<file path="config.mk">
export PLATFORM = sky130hd
export DESIGN_NAME = cell_prefix_inserter
export DESIGN_NICKNAME = d
export VERILOG_FILES = /design/src/rtl/cpi_pkg.sv /design/src/rtl/cpi_desc_fetch.sv /design/src/rtl/cpi_out_mux.sv /design/src/rtl/cell_prefix_inserter.sv
export SDC_FILE = /design/constraint.sdc
export NUM_CORES = 1
export LEC_CHECK = 0
export ABC_AREA = 1
export BUFFER_PORTS_ARGS = -buffer_cell sky130_fd_sc_hd__buf_2
export CAP_MARGIN = 20
export CORE_UTILIZATION = 35
export CTS_CLUSTER_DIAMETER = 80
export CTS_CLUSTER_SIZE = 28
export DETAILED_ROUTE_END_ITERATION = 8
export PLACE_DENSITY = 0.65
export SLEW_MARGIN = 20
export SYNTH_ARGS = -nofsm -noshare
export SYNTH_HDL_FRONTEND = slang
export SYNTH_SLANG_ARGS = --single-unit
</file>
<file path="constraint.sdc">
create_clock -name clk -period 1.8 [get_ports clk]
set_input_delay 0.27 -clock clk [delete_from_list [all_inputs] [get_ports clk]]
set_output_delay 0.27 -clock clk [all_outputs]
set_load 0.05 [all_outputs]
</file>
<file path="src/rtl/cpi_pkg.sv">
package cpi_pkg;

    localparam int PREFIX_LEN = 3;
    localparam int USER_BYTES = 4;
    localparam int HEC_SLOT   = 4;

    typedef enum logic [1:0] {
        SEQ_IDLE,
        SEQ_FETCH,
        SEQ_PREFIX,
        SEQ_BODY
    } seq_state_e;

endpackage

</file>
<file path="src/rtl/cpi_desc_fetch.sv">
module cpi_desc_fetch #(
    parameter  int DATA_W = 8,
    parameter  int AW     = 8,
    parameter  int NUSER  = 4,
    localparam int IW     = $clog2(NUSER)
) (
    input  logic                         clk,
    input  logic                         rst_n,
    input  logic                         start,
    input  logic [IW-1:0]                first_idx,
    input  logic [IW-1:0]                last_idx,
    input  logic [AW-1:0]                base,
    output logic                         rd_en,
    output logic [AW-1:0]                rd_addr,
    input  logic [DATA_W-1:0]            rd_data,
    output logic                         done,
    output logic [NUSER-1:0][DATA_W-1:0] user_bytes
);

    typedef struct packed {
        logic                         active;
        logic [IW-1:0]                idx;
        logic [IW-1:0]                last;
        logic                         pend;
        logic [IW-1:0]                pend_idx;
        logic [AW-1:0]                base;
        logic [NUSER-1:0][DATA_W-1:0] user;
    } fetch_t;

    fetch_t f_d, f_q;

    always_comb begin
        f_d     = f_q;
        f_d.pend = 1'b0;
        rd_en   = 1'b0;
        done    = 1'b0;
        rd_addr = f_q.base + AW'(f_q.idx);

        // capture the byte requested in the previous cycle
        if (f_q.pend) begin
            f_d.user[f_q.pend_idx] = rd_data;
            if (f_q.pend_idx == f_q.last) begin
                done = 1'b1;
            end
        end

        if (start) begin
            f_d.active = 1'b1;
            f_d.idx    = first_idx;
            f_d.last   = last_idx;
            f_d.base   = base;
        end else if (f_q.active) begin
            rd_en        = 1'b1;
            f_d.pend     = 1'b1;
            f_d.pend_idx = f_q.idx;
            if (f_q.idx == f_q.last) begin
                f_d.active = 1'b0;
            end else begin
                f_d.idx = f_q.idx + 1'b1;
            end
        end
    end

    always_ff @(posedge clk) begin
        if (!rst_n) begin
            f_q <= '0;
        end else begin
            f_q <= f_d;
        end
    end

    assign user_bytes = f_q.user;

endmodule

</file>
<file path="src/rtl/cpi_out_mux.sv">
module cpi_out_mux #(
    parameter  int DATA_W = 8,
    parameter  int NUSER  = 4,
    localparam int IW     = $clog2(NUSER)
) (
    input  logic                         prefix_phase,
    input  logic [IW-1:0]                prefix_idx,
    input  logic                         hec_slot,
    input  logic [NUSER-1:0][DATA_W-1:0] user_bytes,
    input  logic [DATA_W-1:0]            in_data,
    output logic [DATA_W-1:0]            out_data
);

    always_comb begin
        if (prefix_phase) begin
            out_data = user_bytes[prefix_idx];
        end else if (hec_slot) begin
            out_data = user_bytes[NUSER-1];
        end else begin
            out_data = in_data;
        end
    end

endmodule

</file>
<file path="src/rtl/cell_prefix_inserter.sv">
module cell_prefix_inserter
    import cpi_pkg::*;
#(
    parameter  int DATA_W   = 8,
    parameter  int DESC_AW  = 8,
    parameter  int CELL_LEN = 53,
    localparam int POS_W    = $clog2(CELL_LEN),
    localparam int IW       = $clog2(USER_BYTES)
) (
    input  logic               clk,
    input  logic               rst_n,
    input  logic               en_prefix,
    input  logic               en_hec_swap,
    input  logic [DESC_AW-1:0] steer,
    input  logic               in_valid,
    input  logic [DATA_W-1:0]  in_data,
    output logic               in_ready,
    output logic               desc_rd_en,
    output logic [DESC_AW-1:0] desc_rd_addr,
    input  logic [DATA_W-1:0]  desc_rd_data,
    output logic               out_valid,
    output logic [DATA_W-1:0]  out_data,
    output logic               out_sop,
    output logic               out_eop,
    input  logic               out_ready
);

    typedef struct packed {
        seq_state_e    state;
        logic          pre_on;
        logic          hec_on;
        logic [IW-1:0] pre_cnt;
        logic [POS_W-1:0] pos;
    } seq_t;

    seq_t s_d, s_q;

    logic                             fetch_start;
    logic [IW-1:0]                    fetch_first;
    logic [IW-1:0]                    fetch_last;
    logic                             fetch_done;
    logic [USER_BYTES-1:0][DATA_W-1:0] user_bytes;
    logic                             prefix_phase;
    logic                             hec_slot;

    always_comb begin
        s_d         = s_q;
        fetch_start = 1'b0;
        fetch_first = en_prefix ? IW'(0) : IW'(USER_BYTES - 1);
        fetch_last  = en_hec_swap ? IW'(USER_BYTES - 1) : IW'(PREFIX_LEN - 1);
        in_ready    = 1'b0;
        out_valid   = 1'b0;
        out_sop     = 1'b0;
        out_eop     = 1'b0;

        unique case (s_q.state)
            SEQ_IDLE: begin
                if (in_valid) begin
                    s_d.pre_on  = en_prefix;
                    s_d.hec_on  = en_hec_swap;
                    s_d.pre_cnt = '0;
                    s_d.pos     = '0;
                    if (en_prefix || en_hec_swap) begin
                        fetch_start = 1'b1;
                        s_d.state   = SEQ_FETCH;
                    end else begin
                        s_d.state = SEQ_BODY;
                    end
                end
            end
            SEQ_FETCH: begin
                if (fetch_done) begin
                    s_d.state = s_q.pre_on ? SEQ_PREFIX : SEQ_BODY;
                end
            end
            SEQ_PREFIX: begin
                out_valid = 1'b1;
                out_sop   = (s_q.pre_cnt == '0);
                if (out_ready) begin
                    if (s_q.pre_cnt == IW'(PREFIX_LEN - 1)) begin
                        s_d.state = SEQ_BODY;
                    end else begin
                        s_d.pre_cnt = s_q.pre_cnt + 1'b1;
                    end
                end
            end
            SEQ_BODY: begin
                out_valid = in_valid;
                in_ready  = out_ready;
                out_sop   = in_valid && (s_q.pos == '0) && !s_q.pre_on;
                out_eop   = in_valid && (s_q.pos == POS_W'(CELL_LEN - 1));
                if (in_valid && out_ready) begin
                    if (s_q.pos == POS_W'(CELL_LEN - 1)) begin
                        s_d.state = SEQ_IDLE;
                    end else begin
                        s_d.pos = s_q.pos + 1'b1;
                    end
                end
            end
            default: s_d.state = SEQ_IDLE;
        endcase
    end

    always_ff @(posedge clk) begin
        if (!rst_n) begin
            s_q <= '0;
        end else begin
            s_q <= s_d;
        end
    end

    assign prefix_phase = (s_q.state == SEQ_PREFIX);
    assign hec_slot     = (s_q.state == SEQ_BODY) && s_q.hec_on
                          && (s_q.pos == POS_W'(HEC_SLOT));

    cpi_desc_fetch #(
        .DATA_W (DATA_W),
        .AW     (DESC_AW),
        .NUSER  (USER_BYTES)
    ) u_fetch (
        .clk        (clk),
        .rst_n      (rst_n),
        .start      (fetch_start),
        .first_idx  (fetch_first),
        .last_idx   (fetch_last),
        .base       (steer),
        .rd_en      (desc_rd_en),
        .rd_addr    (desc_rd_addr),
        .rd_data    (desc_rd_data),
        .done       (fetch_done),
        .user_bytes (user_bytes)
    );

    cpi_out_mux #(
        .DATA_W (DATA_W),
        .NUSER  (USER_BYTES)
    ) u_mux (
        .prefix_phase (prefix_phase),
        .prefix_idx   (s_q.pre_cnt),
        .hec_slot     (hec_slot),
        .user_bytes   (user_bytes),
        .in_data      (in_data),
        .out_data     (out_data)
    );

endmodule

</file>
==> metrics.cfg, run 1 <==
[setup_path]
crit_type = reg2out
start_kind = register
critPathRequiredTime_ns = 1.53
cp_num_buf_inv = 3
crit_slowest_cell = dfxtp_2
critPathCaptureType = output pin
cp_data_arrival_time_ns = 1.85
crit_top_cell = buf_6
max_stage_delay_ns = 0.37
crit_path_max_fanout = 5
path_cells = ha_4 > nand2_2 > nor2_4 > buf_6 > nand3_4 > buf_6 > a21oi_4 > nor2_4 > buf_6
cpLargestDelayFamily = buffers and inverters

[yosys]
ys_async_sr_fraction = 0
synth.area.top_cells = dfxtp_1 (38%), nor2_1 (14%), o21ai_0 (11%)
synth.avg_cell_area_sq_um = 6.72
netlist_area_sq_um = 3160
synth-seq-cells = 60
seq_area_frac_synth = 0.380
yosysUniqueCellTypes = 28
postSynthCellCount = 470
synth_common_cells = nor2_1 (119), o21ai_0 (71), dfxtp_1 (60)
ys_warn_count = 0
synth_top_flop_cell = dfxtp_1
yosysMostFrequentCell = nor2_1
synth.top_cell.area_share = 0.380
synthesis.nets = 512
yosys.area.top_type = dfxtp_1
synth_edf_count = 0

[sta]
rsz0062_at_grt = true
drv_slew = 0
fin_crit_sh = 1.18
maxSlewHeadroom = 0.698
setup_violations = 19
post-route-min-period_ns = 2.12
fmax_ghz = 0.472
finalHoldViolations = 0
totalNegativeSetupSlack_ns = -4.06
finClkSkew_ns = 0.00879
setup_ws_ns = -0.318
timing.hold.ws_ns = 0.132
worstMarginPinSlew_ns = 0.453

[routing]
wl_met2_um = 4530
drt_first_pass_iters = 5
wl_per_cell_um = 13.8
wirelength_um = 9480
vias = 3477
drt_iter0_drc = 279
drc = 0
met1Wirelength_um = 4330
top_layer = met4
dr_wl_met3_um = 445
vias_per_cell = 5.08
detail-route-antenna-nets = 0

[hold_path]
hold_path.class = in2reg

[cells_and_area]
area_growth_pct = 54.3
drive_gt1_frac = 0.383
fin_area_sq_um = 4870
final_util = 0.558
antennaDiodeCount = 0
final_nets = 614
finalNonFillerCells = 685

[global_route]
track_usage = 0.203
grt_max_degree = 34
grt.overflow.total = 0
grt_pass1_wl_um = 15600
grt_pass1_vias = 3286
antenna_found_initial = 0

[cts]
cts_buffer_depth = 2
clkLatencyLatePin_ns = 0.35
clk_pin_slew_ns = 0.08
ctsHoldBuffers = 0
cts_inserted_buffers = 9
cts-root-buf = clkbuf_8
cts.sinks = 60
cts_tree = done
htree_num_levels = 3

[power]
total_power_mw = 7.00
swShare = 0.436
pwr-share-clk = 0.197
intPower_mw = 3.95
power_leakage_nw = 2.06
p_sw_mw = 3.05
power.density_nw_per_um2 = 1440
seqPwrFrac = 0.236
combPwrFrac = 0.567
ir_drop_uv = 535

[floorplanning]
ioPinCount = 51
die-width_um = 97.0
initial_core_util = 0.362
fp-row-count = 34
dieArea_sq_um = 9400
core_area_sq_um = 8720
die-height_um = 97.0

[place]
dp.cells = 648
portBuffers = 50
dp_hpwl_um = 6110
gp_congestion = 0.846
dp_slack_ns = -0.0636
dpl-instance-area_sq_um = 3870

[outcome]
run_status = finished, violations left
violations = setup timing

[job]
drv_cap = 0

[routing by layer]
metal | track usage | vias to the layer above
li1 | - | 1732
met1 | 0.275 | 1624
met2 | 0.320 | 103
met3 | 0.0390 | 18
met4 | 0.0758 | 0
met5 | 0 | -
[state kept, by name, summed over array words and instances (netlist names)]
signal and count:
u_fetch.user_bytes 32, u_fetch.f_q 16, s_q 12
[layout make-up]
class	instances	area [sq um]
Fill cell	775	3850
Sequential cell	60	1210
Multi-Input combinational cell	345	2250
Inverter	50	198
Tap cell	108	135
Clock inverter	7	100
Timing Repair inverter	2	12.5
Timing Repair Buffer	104	842
Clock buffer	9	124
[worst paths after layout]
kind,start,end,slack [ns],depth (start not counted)
worst max-delay path,s_q[10],out_data[3],-0.32,9
worst min-delay path,steer[4],u_fetch.f_q[36],0.13,3
worst max register to register,s_q[10],s_q[7],0.02,10
worst min register to register,s_q[8],s_q[8],0.50,2
[kinds of logic (layout without fill, tap and decap cells)]
family / count (synthesis) / count (layout) / synth area share
and+or+nand+nor: 203 / 204 / 0.264
AOI/OAI and AO/OA: 121 / 121 / 0.200
adders and majority gates: 12 / 12 / 0.0499
buffers and inverters: 66 / 172 / 0.0836
xor gates and xnor gates: 8 / 8 / 0.0222
DFF: 60 / 60 / 0.380
[what timing repair did]
item | CTS | global route
setup buffers | 14 | 6
gates resized for setup | 118 | 53
endpoints found under the setup margin | 21 | 32
pin swaps | 23 | 20
cloned | 2 | 1
[cell usage in the layout (no fill, tap or decap), types with 3 or more instances in the layout]
| cell type | n |
|---|---|
| nor2_1 | 101 |
| o21ai_0 | 62 |
| dfxtp_1 | 51 |
| nand2_1 | 47 |
| buf_4 | 41 |
| inv_1 | 37 |
| buf_2 | 31 |
| buf_6 | 27 |
| a21oi_1 | 26 |
| nor2_4 | 16 |
| inv_2 | 10 |
| nand3_1 | 10 |
| a21oi_4 | 9 |
| clkbuf_8 | 9 |
| dfxtp_2 | 9 |
| o22ai_1 | 8 |
| nand2_2 | 7 |
| clkinvlp_4 | 6 |
| nor2_2 | 6 |
| o21ai_4 | 6 |
| ha_4 | 6 |
| nand2_4 | 5 |
| ha_1 | 5 |
| buf_8 | 5 |
| o21ai_2 | 4 |
| nand4_1 | 4 |
| nand3_4 | 3 |
| xnor2_1 | 3 |
| nand3_2 | 3 |
[worst reg2reg max path: stages, from the launching register on]
cell and delay [ns]:
dfxtp_2 0.35, buf_6 0.12, inv_4 0.06, ha_4 0.16
clkinvlp_4 0.25, buf_6 0.21, o21ai_0 0.14, a21oi_1 0.10
inv_1 0.09, nand2_1 0.07, a21oi_2 0.14
[power by group through the flow]
| stage | registers, mW | clock network, mW | logic, mW |
|---|---|---|---|
| finish | 1.65 | 1.38 | 3.97 |
| CTS | 1.64 | 1.40 | 3.46 |
| floorplan | 1.63 | 0 | 2.01 |
| global placement | 1.64 | 0 | 2.75 |
| detailed placement | 1.64 | 0 | 2.77 |
| global route | 1.67 | 1.46 | 4.26 |
Note: power is estimated with default switching activity, not from simulation.
==> inputs of run 2 (changes only) <==
- PLACE_DENSITY: 0.65 -> default
==> metrics.cfg, run 2 (synthesis gave the netlist of run 1 again) <==
[floorplanning]
ioPinCount = 51  ; unchanged
die-width_um = 97.0  ; unchanged
fp-row-count = 34  ; unchanged
die-height_um = 97.0  ; unchanged
core_area_sq_um = 8720  ; unchanged
dieArea_sq_um = 9400  ; unchanged
initial_core_util = 0.362  ; unchanged

[hold_path]
worstHoldPathCells = 3  ; unchanged
worstHoldEndpoint = u_fetch.f_q[36]
hold_path.class = in2reg
worstHoldStart = steer[4]

[place]
dp_hpwl_um = 6140  ; +0.61%
portBuffers = 50  ; unchanged
gp_congestion = 0.860  ; +1.7%
dp_slack_ns = -0.0656  ; -0.00195 ns

[setup_path]
r2r_setup_slack_ns = 0.04  ; +0.02 ns
cp_data_arrival_time_ns = 1.82  ; -0.03 ns
critPathRequiredTime_ns = 1.53  ; about the same
r2r_end = u_fetch.f_q[44]
r2r-start = s_q[10]
reg2regPathDepth = 12  ; +2
start_kind = register
crit_type = reg2out
crit_path_max_fanout = 2  ; -3
critPathCaptureType = output pin

[cts]
clkLatencyLatePin_ns = 0.35  ; about the same
cts_buffer_depth = 2  ; unchanged
cts-root-buf = clkbuf_8
cts_tree = done
cts.sinks = 60  ; unchanged
htree_num_levels = 3  ; unchanged
clk_pin_slew_ns = 0.07  ; about the same
ctsHoldBuffers = 0  ; unchanged
cts_inserted_buffers = 9  ; unchanged

[cells_and_area]
largest_reg_flops = 32  ; unchanged
layout_common_cells = nor2_1 (98), o21ai_0 (59), dfxtp_1 (51)
final_common_cell = nor2_1
antennaDiodeCount = 0  ; unchanged
area_growth_pct = 52.4
final_util = 0.552  ; -0.00674
drive_gt1_frac = 0.379  ; -0.00364
final_nets = 609  ; -0.81%

[routing]
wirelength_um = 9200  ; -3.0%
drt_first_pass_iters = 5  ; unchanged
vias_per_cell = 5.03  ; -0.83%
drt_iter0_drc = 281  ; +0.72%
vias = 3423  ; -1.6%
detail-route-antenna-nets = 0  ; unchanged
drc = 0  ; unchanged
wl_per_cell_um = 13.5  ; -2.2%

[global_route]
grt.overflow.total = 0  ; unchanged
antenna_found_initial = 0  ; unchanged
grt_max_degree = 50  ; +47%
grt_pass1_vias = 3195  ; -2.8%
track_usage = 0.198  ; -0.00496
grt_pass1_wl_um = 15100  ; -3.3%

[sta]
rsz0062_at_grt = true
maxSlewHeadroom = 0.717  ; +0.0196
post-route-min-period_ns = 2.09  ; -0.0278 ns
totalNegativeSetupSlack_ns = -3.12  ; +0.940 ns
setup_violations = 19  ; unchanged
drv_slew = 0  ; unchanged
setup_ws_ns = -0.290  ; +0.0278 ns
fin_crit_sh = 1.16  ; -0.0154
worstMarginPinSlew_ns = 0.424  ; -0.0289 ns
finalHoldViolations = 0  ; unchanged
finClkSkew_ns = 0.00567  ; -0.00311 ns
fmax_ghz = 0.478  ; +1.3%
timing.hold.ws_ns = 0.144  ; +0.0126 ns

[power]
intPower_mw = 4.01  ; +1.6%
pwr-share-clk = 0.216  ; +0.019
p_sw_mw = 2.94  ; -3.7%
ir_drop_uv = 620  ; +16%
power_leakage_nw = 2.04  ; -1.1%
total_power_mw = 6.95  ; -0.70%
combPwrFrac = 0.547  ; -0.020
power.density_nw_per_um2 = 1440  ; +0.51%
seqPwrFrac = 0.237  ; about the same
swShare = 0.423  ; -0.0133

[outcome]
violations = setup timing
run_status = finished, violations left

[job]
drv_cap = 0  ; unchanged

==> run 2: how the worst max path moves through the flow <==
| stage | from | endpoint | slack [ns] | depth (start not counted) |
|---|---|---|---|---|
| 3_3_place_gp | u_fetch.f_q[32] | desc_rd_addr[6] | -0.02 | 7 |
| 4_1_cts | u_fetch.f_q[32] | desc_rd_addr[6] | -0.31 | 7 |
| 3_5_place_dp | s_q[0] | out_data[4] | -0.07 | 9 |
| 5_1_grt | u_fetch.f_q[32] | desc_rd_addr[6] | -0.36 | 7 |
| 6_report | u_fetch.f_q[32] | desc_rd_addr[6] | -0.29 | 7 |
| 2_1_floorplan | u_fetch.f_q[45] | desc_rd_addr[6] | -0.16 | 6 |
==> run 2: layout make-up <==
cell class                      count  area [sq um]
Timing Repair inverter              2          15.0
Multi-Input combinational cell    345          2190
Timing Repair Buffer               99           798
Sequential cell                    60          1220
Inverter                           50           204
Clock inverter                      7           123
Clock buffer                        9           124
Tap cell                          108           135
Fill cell                         816          3910
==> run 2: routing by layer <==
layer / up-vias / GRT usage / share of wire
met2: 101 / 0.319 / 0.47
met1: 1581 / 0.264 / 0.46
met5: - / 0 / 0
met3: 15 / 0.0340 / 0.054
li1: 1726 / - / -
met4: 0 / 0.0758 / 0.017
==> run 2: timing repair <==
item,in CTS,in global routing
endpoints found under the setup margin,19,25
gates resized for setup,111,56
pin swaps,23,19
gates cloned,2,1
buffers inserted,5,12
==> run 2: worst max-delay path, stage by stage, from the launching register on <==
cell     delay [ns]
dfxtp_2        0.36
ha_4           0.15
inv_2          0.03
fa_2           0.35
nor2_4         0.10
nand4_1        0.13
xnor2_2        0.17
buf_6          0.18
==> run 2: metrics by stage <==
step | std cells | cell area, sq um
6_report | 680 | 4810
5_1_grt | 680 | 4810
4_1_cts | 667 | 4500
3_5_place_dp | 645 | 3840
3_3_place_gp | 645 | 3840
2_1_floorplan | 470 | 3290
==> run 2: power by group through the flow <==
stage / clock (mW) / sequential, mW / combinational [mW]
3_5_place_dp: 0 / 1.64 / 2.73
3_3_place_gp: 0 / 1.64 / 2.71
4_1_cts: 1.53 / 1.65 / 3.29
2_1_floorplan: 0 / 1.63 / 2.01
6_report: 1.50 / 1.65 / 3.80
5_1_grt: 1.58 / 1.67 / 4.12
==> inputs of run 3 (changes only) <==
- SYNTH_HIERARCHICAL: default -> 1
==> metrics.cfg, run 3 <==
[outcome]
run_status = finished, violations left
violations = setup timing

[place]
portBuffers = 50  ; unchanged
dpl-instance-area_sq_um = 3970  ; +3.3%
dp_slack_ns = -0.0172  ; +0.0483 ns
dp_hpwl_um = 6260  ; +1.9%
gp_congestion = 0.896  ; +4.2%
dp.cells = 686  ; +6.4%

[setup_path]
cp_num_buf_inv = 2  ; unchanged
crit_slowest_cell = fa_2
crit_path_max_fanout = 2  ; unchanged
r2r-start = s_q[0]
start_kind = register
max_stage_delay_ns = 0.36  ; about the same
cpLargestDelayFamily = adder cells
r2r_setup_slack_ns = 0.08  ; +0.04 ns
reg2regPathDepth = 13  ; +1
cp_data_arrival_time_ns = 1.80  ; -0.02 ns
r2r_end = s_q[2]
crit_type = reg2out
path_cells = ha_4 > inv_2 > fa_2 > nor2_4 > nand3_4 > xnor2_4 > buf_6
critPathRequiredTime_ns = 1.53  ; about the same
critPathCaptureType = output pin

[cts]
clk_pin_slew_ns = 0.08  ; about the same
htree_num_levels = 3  ; unchanged
cts-root-buf = clkbuf_8
cts_inserted_buffers = 9  ; unchanged
cts_tree = done
cts.sinks = 60  ; unchanged
ctsHoldBuffers = 0  ; unchanged
clkLatencyLatePin_ns = 0.34  ; about the same
cts_buffer_depth = 2  ; unchanged

[sta]
setup_ws_ns = -0.272  ; +0.0177 ns
fin_crit_sh = 1.15  ; -0.00984
totalNegativeSetupSlack_ns = -2.65  ; +0.466 ns
finalHoldViolations = 0  ; unchanged
rsz0062_at_grt = true
drv_slew = 0  ; unchanged
timing.hold.ws_ns = 0.145  ; +0.000260 ns
post-route-min-period_ns = 2.07  ; -0.0177 ns
finClkSkew_ns = 0.00848  ; +0.00281 ns
fmax_ghz = 0.483  ; +0.85%
setup_violations = 17  ; -2

[routing]
detail-route-antenna-nets = 0  ; unchanged
wl_per_cell_um = 12.6  ; -7.1%
drt_iter0_drc = 105  ; -63%
vias_per_cell = 4.70  ; -6.6%
drc = 0  ; unchanged
drt_first_pass_iters = 5  ; unchanged
wirelength_um = 9120  ; -0.90%
vias = 3410  ; -0.38%

[yosys]
netlist_area_sq_um = 3540  ; +12%
synth.top_cell.area_share = 0.339  ; -0.0413
synth.avg_cell_area_sq_um = 6.73  ; +0.23%
seq_area_frac_synth = 0.339  ; -0.0413
ys_warn_count = 6  ; +6
yosysMostFrequentCell = nand2_1
synth.area.top_cells = dfxtp_1 (34%), nand2_1 (11%), nor2_1 (7.7%)
synth-seq-cells = 60  ; unchanged
ys_async_sr_fraction = 0  ; unchanged
synth_top_flop_cell = dfxtp_1
yosysUniqueCellTypes = 36  ; +29%
postSynthCellCount = 526  ; +12%
synth_common_cells = nand2_1 (106), nor2_1 (73), dfxtp_1 (60)
synthesis.nets = 568  ; +11%
synth_edf_count = 0  ; unchanged
yosys.area.top_type = dfxtp_1

[power]
pwr-share-clk = 0.181  ; -0.035
power.density_nw_per_um2 = 1430  ; -1.3%
p_sw_mw = 3.04  ; +3.4%
intPower_mw = 3.75  ; -6.7%
ir_drop_uv = 666  ; +7.3%
seqPwrFrac = 0.266  ; +0.029
power_leakage_nw = 2.00  ; -1.9%
combPwrFrac = 0.554  ; +0.007
total_power_mw = 6.78  ; -2.4%
swShare = 0.448  ; +0.0251

[cells_and_area]
finalNonFillerCells = 725  ; +6.6%
antennaDiodeCount = 0  ; unchanged
largest_reg_flops = 32  ; unchanged
final_common_cell = nand2_1
layout_common_cells = nand2_1 (86), nor2_1 (66), dfxtp_1 (50)
fill_cells = 951  ; +17%
fin_area_sq_um = 4760  ; -1.1%
area_growth_pct = 34.3
multi_input_area_sq_um = 2080  ; -5.0%
ff_latch_area_sq_um = 1220  ; +0.31%
final_util = 0.487  ; -0.0650
drive_gt1_frac = 0.343  ; -0.0365
final_nets = 629  ; +3.3%

[floorplanning]
fp-row-count = 36  ; +5.9%
die-height_um = 103  ; +5.8%
core_area_sq_um = 9770  ; +12%
die-width_um = 103  ; +5.8%
dieArea_sq_um = 10500  ; +12%
ioPinCount = 51  ; unchanged
initial_core_util = 0.362  ; about the same

[global_route]
grt_max_degree = 32  ; -36%
antenna_found_initial = 0  ; unchanged
grt.overflow.total = 0  ; unchanged
track_usage = 0.181  ; -0.0170
grt_pass1_vias = 3313  ; +3.7%
grt_pass1_wl_um = 14800  ; -1.7%

[hold_path]
worstHoldPathCells = 3  ; unchanged
hold_path.class = in2reg
worstHoldStart = steer[3]
worstHoldEndpoint = u_fetch/f_q[35]

[job]
drv_cap = 0  ; unchanged

==> run 3: cell count changes after synthesis, moves of 5 or more <==
| cell | before | now |
|---|---|---|
| a21oi_1 | 36 | 31 |
| buf_4 | 2 | 33 |
| inv_1 | 47 | 58 |
| nand2_1 | 58 | 106 |
| nand3_1 | 14 | 41 |
| nor2_1 | 119 | 73 |
| o211ai_1 | 0 | 9 |
| o21ai_0 | 71 | 42 |
| o22ai_1 | 9 | 2 |
==> run 3: power by group through the flow <==
stage | clock [mW] | combinational (mW) | sequential [mW]
after floorplan | 0 | 2.30 | 1.76
after global placement | 0 | 2.90 | 1.77
after detailed placement | 0 | 2.94 | 1.78
after CTS | 1.26 | 3.51 | 1.78
after global routing | 1.31 | 4.11 | 1.84
final | 1.23 | 3.75 | 1.80
==> run 3: layout make-up <==
class / count / area share
clock buffer: 9 / 0.0260
clock inverter: 7 / 0.0160
inverter: 66 / 0.0547
multi-input combinational: 350 / 0.438
sequential: 60 / 0.257
tap: 133 / 0.0350
timing repair buffer: 100 / 0.173
==> run 3: tightest hold or removal path, delay by kind of cell <==
family,cells,cell delay (ns)
and+or+nand+nor,2,0.11
buffers and inverters,1,0.07
==> run 3: kinds of logic after synthesis <==
family,count (synthesis),synth area share
xor gates and xnor gates,7,0.0173
adders and majority gates,12,0.0445
other,1,0.00106
and+or+nand+nor,235,0.282
DFF,60,0.339
AOI/OAI and AO/OA,95,0.147
buffers and inverters,116,0.169
==> run 3: repair_timing <==
action	in CTS	in global routing
setup endpoints to repair	19	23
cloned	2	0
buffers inserted	16	8
gates resized for setup	97	29
pin swaps	30	23
==> run 3: how the worst max path moves through the flow <==
| stage | start | to | slack (ns) | cells past startpoint |
|---|---|---|---|---|
| final | u_fetch/f_q[32] | desc_rd_addr[6] | -0.27 | 7 |
| after global routing | s_q[0] | out_data[3] | -0.37 | 9 |
| after CTS | u_fetch/f_q[32] | desc_rd_addr[6] | -0.30 | 7 |
| after detailed placement | u_fetch/f_q[45] | desc_rd_addr[6] | -0.02 | 7 |
| after global placement | u_fetch/f_q[45] | desc_rd_addr[4] | -0.01 | 7 |
| after floorplan | s_q[10] | out_sop | -0.20 | 4 |
==> run 3: layer usage <==
metal | vias up | GRT usage | share of wire
li1 | 1758 | - | -
met1 | 1574 | 0.222 | 0.45
met2 | 68 | 0.316 | 0.51
met3 | 10 | 0.0292 | 0.027
met4 | 0 | 0.0736 | 0.0080
met5 | - | 0 | 0
